[config.mk]
export PLATFORM = sky130hd
export DESIGN_NAME = quad_tap_delay
export DESIGN_NICKNAME = d
export VERILOG_FILES = /design/src/rtl/qdl_pkg.sv /design/src/rtl/qdl_sync.sv /design/src/rtl/qdl_cfg_shift.sv /design/src/rtl/qdl_tap_line.sv /design/src/rtl/quad_tap_delay.sv
export SDC_FILE = /design/constraint.sdc
export NUM_CORES = 1
export LEC_CHECK = 0
export CELL_PAD_IN_SITES_DETAIL_PLACEMENT = 1
export CELL_PAD_IN_SITES_GLOBAL_PLACEMENT = 2
export CORE_MARGIN = 2
export CORE_UTILIZATION = 50
export CTS_BUF_LIST = sky130_fd_sc_hd__clkbuf_4 sky130_fd_sc_hd__clkbuf_8 sky130_fd_sc_hd__clkbuf_16
export DETAILED_ROUTE_END_ITERATION = 10
export DONT_BUFFER_PORTS = 1
export GPL_ROUTABILITY_DRIVEN = 0
export HOLD_SLACK_MARGIN = 0.08
export MAX_ROUTING_LAYER = met4
export PLACE_DENSITY = 0.91
export SYNTH_ARGS = -nofsm -noshare
export SYNTH_HDL_FRONTEND = slang
export SYNTH_HIERARCHICAL = 1
export SYNTH_SLANG_ARGS = --single-unit
[constraint.sdc]
create_clock -name clk -period 2.5 [get_ports clk]
set_input_delay 0.125 -clock clk [delete_from_list [all_inputs] [get_ports clk]]
set_output_delay 0.125 -clock clk [all_outputs]
set_load 0.03 [all_outputs]
[src/rtl/qdl_pkg.sv]
package qdl_pkg;
    parameter int unsigned QDL_LINES  = 4;
    parameter int unsigned QDL_ADDR_W = 4;

    // Bit index (0 = last shifted) of the enable for line g; first-sent bits hold the enables, highest line first.
    function automatic int unsigned qdl_en_pos(int unsigned g, int unsigned lines, int unsigned addr_w);
        return lines * addr_w + g;
    endfunction

    // Low bit index of line g's step field; line 1's field follows the enables.
    function automatic int unsigned qdl_addr_lo(int unsigned g, int unsigned lines, int unsigned addr_w);
        return (lines - 1 - g) * addr_w;
    endfunction
endpackage

[src/rtl/qdl_sync.sv]
module qdl_sync #(
    parameter int unsigned WIDTH = 3
) (
    input  logic             clk,
    input  logic             rst_n,
    input  logic [WIDTH-1:0] raw_i,
    output logic [WIDTH-1:0] lvl_o
);
    typedef struct packed {
        logic [WIDTH-1:0] s1;
        logic [WIDTH-1:0] s2;
    } sync_t;

    sync_t sy_d, sy_q;

    always_comb begin
        sy_d    = sy_q;
        sy_d.s1 = raw_i;
        sy_d.s2 = sy_q.s1;
    end

    always_ff @(posedge clk or negedge rst_n) begin
        if (!rst_n) sy_q <= '0;
        else        sy_q <= sy_d;
    end

    assign lvl_o = sy_q.s2;
endmodule

[src/rtl/qdl_cfg_shift.sv]
module qdl_cfg_shift #(
    parameter int unsigned WORD_W = 20
) (
    input  logic              clk,
    input  logic              rst_n,
    input  logic              sck_i,
    input  logic              sdi_i,
    input  logic              lat_i,
    output logic [WORD_W-1:0] word_o,
    output logic              so_o
);
    typedef struct packed {
        logic              sck_prev;
        logic              lat_prev;
        logic [WORD_W-1:0] sh;
        logic [WORD_W-1:0] hold;
    } cfg_st_t;

    cfg_st_t st_d, st_q;
    logic    shift_en;
    logic    latch_en;

    always_comb begin
        shift_en     = sck_i & ~st_q.sck_prev;
        latch_en     = lat_i & ~st_q.lat_prev;
        st_d          = st_q;
        st_d.sck_prev = sck_i;
        st_d.lat_prev = lat_i;
        if (shift_en) st_d.sh   = {st_q.sh[WORD_W-2:0], sdi_i};
        if (latch_en) st_d.hold = st_q.sh;
    end

    always_ff @(posedge clk or negedge rst_n) begin
        if (!rst_n) st_q <= '0;
        else        st_q <= st_d;
    end

    assign word_o = st_q.hold;
    assign so_o   = st_q.sh[WORD_W-1];

    AST_SHIFT_ONLY_ON_EDGE: assert property (@(posedge clk) disable iff (!rst_n)
        !shift_en |=> $stable(st_q.sh));
    AST_LATCH_TAKES_WORD: assert property (@(posedge clk) disable iff (!rst_n)
        latch_en |=> (word_o == $past(st_q.sh)));
    AST_SO_NEXT_OLDEST: assert property (@(posedge clk) disable iff (!rst_n)
        shift_en |=> (so_o == $past(st_q.sh[WORD_W-2])));
    AST_HOLD_UNTIL_STROBE: assert property (@(posedge clk) disable iff (!rst_n)
        !latch_en |=> $stable(word_o));
endmodule

[src/rtl/qdl_tap_line.sv]
module qdl_tap_line #(
    parameter int unsigned ADDR_W = 4
) (
    input  logic              clk,
    input  logic              rst_n,
    input  logic              sig_i,
    input  logic [ADDR_W-1:0] sel_i,
    output logic              dly_o
);
    localparam int unsigned DEPTH = 1 << ADDR_W;

    typedef struct packed {
        logic [DEPTH-1:0] stg;
        logic             out;
    } tap_st_t;

    tap_st_t tp_d, tp_q;

    always_comb begin
        tp_d     = tp_q;
        tp_d.stg = {tp_q.stg[DEPTH-2:0], sig_i};
        tp_d.out = tp_q.stg[sel_i];
    end

    always_ff @(posedge clk or negedge rst_n) begin
        if (!rst_n) tp_q <= '0;
        else        tp_q <= tp_d;
    end

    assign dly_o = tp_q.out;

    logic warm_q;
    always_ff @(posedge clk or negedge rst_n) begin
        if (!rst_n) warm_q <= 1'b0;
        else        warm_q <= 1'b1;
    end

    AST_INHERENT_TWO: assert property (@(posedge clk) disable iff (!rst_n)
        (warm_q && (sel_i == '0)) |=> (dly_o == $past(sig_i, 2)));
endmodule

[src/rtl/quad_tap_delay.sv]
module quad_tap_delay
    import qdl_pkg::*;
#(
    parameter int unsigned LINES  = QDL_LINES,
    parameter int unsigned ADDR_W = QDL_ADDR_W
) (
    input  logic             clk,
    input  logic             rst_n,
    input  logic             ser_clk_i,
    input  logic             ser_dat_i,
    input  logic             ser_lat_i,
    output logic             ser_out_o,
    input  logic [LINES-1:0] sig_i,
    output logic [LINES-1:0] sig_o,
    output logic [LINES-1:0] sig_oe_o
);
    localparam int unsigned WORD_W = LINES * (ADDR_W + 1);

    logic [2:0]        ser_lvl;
    logic [WORD_W-1:0] cfg_word;

    qdl_sync #(.WIDTH(3)) u_sync (
        .clk   (clk),
        .rst_n (rst_n),
        .raw_i ({ser_lat_i, ser_clk_i, ser_dat_i}),
        .lvl_o (ser_lvl)
    );

    qdl_cfg_shift #(.WORD_W(WORD_W)) u_cfg (
        .clk    (clk),
        .rst_n  (rst_n),
        .sck_i  (ser_lvl[1]),
        .sdi_i  (ser_lvl[0]),
        .lat_i  (ser_lvl[2]),
        .word_o (cfg_word),
        .so_o   (ser_out_o)
    );

    for (genvar g = 0; g < LINES; g++) begin : g_line
        localparam int unsigned EN_POS  = qdl_en_pos(g, LINES, ADDR_W);
        localparam int unsigned ADDR_LO = qdl_addr_lo(g, LINES, ADDR_W);

        qdl_tap_line #(.ADDR_W(ADDR_W)) u_tap (
            .clk   (clk),
            .rst_n (rst_n),
            .sig_i (sig_i[g]),
            .sel_i (cfg_word[ADDR_LO +: ADDR_W]),
            .dly_o (sig_o[g])
        );

        assign sig_oe_o[g] = cfg_word[EN_POS];
    end
endmodule

==> results of run 1 <==
sequential cells by signal, summed over array words and instances, names as in the netlist:
signal              count
g_line.u_tap/tp_d      60
g_line.u_tap/tp_q       4
g_line.u_tap/dly_o      4
u_sync/sy_d             3
u_cfg/st_q             21
u_cfg/so_o              1
u_cfg/word_o           20
u_sync/lvl_o            3
cells by family (layout without fill, tap and decap cells):
family                 after synthesis  in the layout  share of synthesized area [%]
and+or+nand+nor                      2              2                          0.656
DFF                                116            116                           69.2
muxes                               68             68                           25.5
buffers and inverters               24             37                           4.65
where the power goes:
group / switching (mW) / total (mW) / internal [mW]
combinational: 0.164 / 0.666 / 0.501
sequential: 0.389 / 2.59 / 2.20
clock: 0.787 / 2.11 / 1.33
total: 1.34 / 5.37 / 4.03
layer usage:
metal	part of all wire, %	up-vias
li1	-	746
met1	41	936
met2	54	31
met3	3.7	13
met4	1.3	0
met5	0	-
metrics by stage:
| step | cell area, um^2 | util [%] | setup WS, ns | hold slack (ns) |
|---|---|---|---|---|
| finish | 4730 | 57.8 | 1.03 | -0.683 |
| global route | 4730 | 57.8 | 0.947 | -0.728 |
| CTS | 4730 | 57.8 | 1.02 | -0.715 |
| detailed placement | 4130 | 50.5 | 1.05 | -0.168 |
| global placement | 4130 | 50.5 | 1.07 | -0.167 |
| floorplan | 4200 | - | 1.20 | -0.171 |
layout make-up:
class | count | area (um^2)
multi-input combinational | 70 | 1100
sequential | 116 | 2900
fill | 695 | 3450
clock buffer | 19 | 435
timing repair buffer | 7 | 70.1
tap | 105 | 131
clock inverter | 11 | 88.8
placed cells by master, fill, tap and decap left out:
master	n
bufinv_16	1
clkbuf_16	16
clkbuf_4	1
clkbuf_8	2
clkinv_2	7
clkinv_4	1
clkinvlp_4	2
dfrtp_1	116
dlygate4sd3_1	7
mux2_2	19
mux2_4	21
mux2i_1	12
mux4_1	16
nand2b_4	1
nor2b_4	1
worst paths after layout:
path | to | slack (ns) | cells past startpoint
worst max-delay path | g_line[1].u_tap/dly_o$_DFF_PN0_ | 1.03 | 3
worst min-delay path | g_line[1].u_tap/dly_o$_DFF_PN0_ | -0.68 | 0
worst max register to register | g_line[1].u_tap/dly_o$_DFF_PN0_ | 1.03 | 3
worst min register to register | u_sync/lvl_o[0]$_DFF_PN0_ | 0.35 | 0
max in group asynchronous | u_sync/sy_d[0]$_DFF_PN0_ | 3.05 | 0
min in group clk | g_line[2].u_tap/tp_d[2]$_DFF_PN0_ | 0.17 | 1
worst max-delay path, delay by kind of cell, from the launching register on:
family,cells,cell delay [ns]
flip-flops,1,0.49
multiplexers,3,0.86
==> results_dict.tcl, run 1 <==
set metrics [dict create \
    critical_path.max_fanout 5 \
    critPathKind "reg2reg" \
    final_max_slew_viol_count 0 \
    synthTopCellsByCount "dfrtp_1, mux2_4, buf_4" \
    grt_usage_pct 16.7 \
    vias 1726 \
    synth_top_area_share_pct 69.2 \
    min_period_ns 1.47 \
    worst_slew_pin_slew_ns 0.582 \
    cts.reportedPaths.clkPinSlew_ns 0.05 \
    syn_nets 219 \
    setup_tns_ns 0 \
    fin_cells 328 \
    nets 221 \
    synth_seq_cells 116 \
    leakagePower_nw 2.18 \
    final_hold_viol_count 116 \
    cts.sink_count 116 \
    insertion_delay_ns 0.50 \
    crit_chain "mux4_1 -> mux2i_1 -> mux2i_1" \
    met1_usage_pct 17.4 \
    cts_tree "yes" \
    use_met2_pct 27.1 \
    syn_area_per_cell_um2 20.0 \
    rsz0062_at_grt "no" \
    dieHeight_um 95.6 \
    violations "hold timing" \
    h-tree-depth 4 \
    synthFlopType "dfrtp_1" \
    synth-edff-count 0 \
    fmax_mhz 681 \
    slowest_delay_ns 0.60 \
    busiest_layer "met2" \
    finalPower_mw 5.37 \
    io_pins 18 \
    cts-buffers-inserted 17 \
    hp-class "in2async" \
    grt_first_pass_wirelength_um 10400 \
    drc 0 \
    dpl.cell_count 291 \
    async_reset_ff_share_pct 100 \
    crit_arrival_ns 1.85 \
    die_w_um 95.6 \
    finalSetupViolCount 0 \
    synth_area_leaders "dfrtp_1, mux4_1, mux2_4, mux2_2, buf_4" \
    crit_path_end_kind "flop" \
    grt-ovfl-total 0 \
    cts_buffer_depth 2 \
    core_area_um2 8180 \
    grt_max_degree 117 \
    synth_most_common_cell "dfrtp_1" \
    worstSetupStartpointType "flop" \
    critPathSlowestCell "mux4_1" \
    drt_iter0_drc 43 \
    dp_hpwl_um 3630 \
    antenna_cells 0 \
    initial_core_util_pct 51.3 \
    finalCritPeriodShare_pct 58.8 \
    rows 33 \
    pwr_density_cell_nw_per_um2 1140 \
    synth_area_um2 4200 \
    cts_setup_buffers 0 \
    finClkSkew_ns 0.00435 \
    r2r_start "u_cfg/word_o[8]$_DFFE_PN0P_" \
    grtUsageMet3_pct 8.54 \
    wl_um 6240 \
    synthToLayoutAreaGrowth_pct 12.6 \
    yosysWarningCount 6 \
    status "complete, but fails checks" \
    hold_ws_ns -0.683 \
    crit_start "u_cfg/word_o[8]$_DFFE_PN0P_" \
    hold_buffers 7 \
    synth_cell_types 9 \
    syn_inst 210 \
    firstDrtPassIters 3 \
    wl_per_cell_um 19.0 \
    antenna_found_initial 0 \
    grt_pass1_vias 2034 \
    portBuffers 0 \
    drive_above_1_share_pct 32.3 \
    drt.antenna.violating_nets 0 \
    path_common_cell "mux2i_1" \
    cts_resized 0 \
    worst_ep_required_time_ns 2.88 \
    cap_violations 0 \
    relSlewSlack_pct 61.1 \
    ir_drop_v 0.000547 \
    synth_top_cell_by_area "dfrtp_1" \
    dieArea_um2 9140 \
    ys_seq_area_share_pct 69.2 \
    clockRootBuffer "clkbuf_8" \
    vias_per_cell 5.26 \
]
(Power assumes the default switching activity.)
==> run 2, diff against run 1 <==
CORE_UTILIZATION = 48   (was 50)
PLACE_DENSITY = 0.88   (was 0.91)
clock period = 1.4 ns   (was 2.5 ns; I/O delays follow)
==> results_dict.tcl, run 2 (synthesis results as in run 1) <==
set metrics [dict create \
    portBuffers 0 \
    finalPower_mw 10.1 \
    stdcell_area_um2 4830 \
    insertion_delay_ns 0.52 \
    antenna_cells 0 \
    vias 1766 \
    fmax_mhz 720 \
    cts.reportedPaths.clkPinSlew_ns 0.06 \
    mostFrequentLayoutCells "dfrtp_1, mux2_4, mux2_2, clkbuf_16" \
    mostFrequentLayoutCell "dfrtp_1" \
    min_period_ns 1.39 \
    worst_slew_pin_slew_ns 0.419 \
    final_max_slew_viol_count 0 \
    fin_cells 340 \
    drive_above_1_share_pct 38.8 \
    dp_hpwl_um 3380 \
    dpl.cell_count 296 \
    drc 0 \
    dieArea_um2 9500 \
    relSlewSlack_pct 72.0 \
    crit_start "u_cfg/word_o[0]$_DFFE_PN0P_" \
    ir_drop_v 0.000932 \
    hp-class "in2async" \
    nets 229 \
    leakagePower_nw 2.20 \
    finalSetupViolCount 0 \
    grt_pass1_vias 2029 \
    critPathKind "reg2reg" \
    worst-r2r-cell-count 3 \
    initial_core_util_pct 48.8 \
    firstDrtPassIters 4 \
    rows 34 \
    drt_iter0_drc 76 \
    finClkSkew_ns 0.0141 \
    worst_ep_required_time_ns 1.79 \
    io_pins 18 \
    core_area_um2 8590 \
    final_hold_viol_count 116 \
    violations "hold timing" \
    cts.sink_count 116 \
    grt_max_degree 117 \
    grt-ovfl-total 0 \
    wl_per_cell_um 19.1 \
    hold_ws_ns -0.752 \
    clockRootBuffer "clkbuf_8" \
    cts_buffer_depth 2 \
    antenna_found_initial 0 \
    worstSetupStartpointType "flop" \
    vias_per_cell 5.19 \
    largest_register_ffs 60 \
    critical_path.max_fanout 5 \
    r2r_setup_slack_ns 0.01 \
    crit_arrival_ns 1.78 \
    cts-buffers-inserted 17 \
    dieHeight_um 97.5 \
    synthToLayoutAreaGrowth_pct 15.2 \
    cap_violations 0 \
    status "complete, but fails checks" \
    h-tree-depth 4 \
    grt_usage_pct 16.2 \
    finalCritPeriodShare_pct 99.2 \
    grt_first_pass_wirelength_um 11000 \
    cts_tree "yes" \
    die_w_um 97.5 \
    drt.antenna.violating_nets 0 \
    dpl-instance-area_um2 4160 \
    rsz0062_at_grt "yes" \
    r2r-end "g_line[3].u_tap/dly_o$_DFF_PN0_" \
    crit_path_end_kind "flop" \
    r2r_start "u_cfg/word_o[0]$_DFFE_PN0P_" \
    setup_tns_ns 0 \
    wl_um 6500 \
    fin_util_pct 56.2 \
    pwr_density_cell_nw_per_um2 2080 \
    timing.critical_path.to "g_line[3].u_tap/dly_o$_DFF_PN0_" \
]
==> run 2: changes by cell type in the layout (fill, tap and decap cells not counted), sizes merged <==
cell	delta
dlygate4sd3	+5
buf	+3
clkbuf	+3
clkinv	-3
bufinv	+1
==> run 2: final cells by class <==
cell class,count,area [um^2]
Tap cell,108,135
Timing Repair Buffer,15,155
Clock inverter,9,104
Clock buffer,22,470
Multi-Input combinational cell,70,1060
Sequential cell,116,2910
Fill cell,747,3760
==> run 2: layer usage <==
layer  part of all wire [%]  global-route usage, %  up-vias
met5                      0                      -        -
met4                    1.2                   6.73        0
met3                    4.5                   7.99        7
met2                     50                   23.0       40
met1                     45                   19.8      966
li1                       -                      -      753
==> run 2: critical path, stage by stage (launching register included) <==
cell and delay, ns:
dfrtp_2 0.44, mux4_1 0.59, mux2i_1 0.14, mux2i_1 0.09
==> run 2: where the power goes <==
part	total (mW)	switching, mW	internal [mW]
clock	4.16	1.47	2.69
combinational	1.27	0.304	0.967
sequential	4.63	0.696	3.94
==> run 2: worst min-delay path by stage <==
stage,depth (start not counted),slack (ns),startpoint,endpoint
detailed placement,0,-0.22,rst_n,u_cfg/word_o[18]$_DFFE_PN0P_
CTS,0,-0.78,rst_n,u_cfg/st_q[35]$_DFFE_PN0P_
finish,0,-0.75,rst_n,u_cfg/word_o[18]$_DFFE_PN0P_
floorplan,0,-0.23,rst_n,g_line[0].u_tap/dly_o$_DFF_PN0_
global placement,0,-0.22,rst_n,g_line[1].u_tap/tp_q[16]$_DFF_PN0_
global route,0,-0.80,rst_n,u_cfg/word_o[17]$_DFFE_PN0P_
==> run 2: through the flow <==
stage | setup slack [ns] | hold slack (ns)
finish | 0.0117 | -0.752
global route | -0.0647 | -0.798
global placement | -0.0563 | -0.222
detailed placement | -0.0785 | -0.223
floorplan | 0.0963 | -0.226
CTS | -0.00772 | -0.785
==> run 2: repair_timing <==
item	CTS	global route
hold buffers	11	1
endpoints found under the hold margin	123	117
gates resized for setup	9	5
buffers inserted	0	1
setup endpoints to repair	4	4
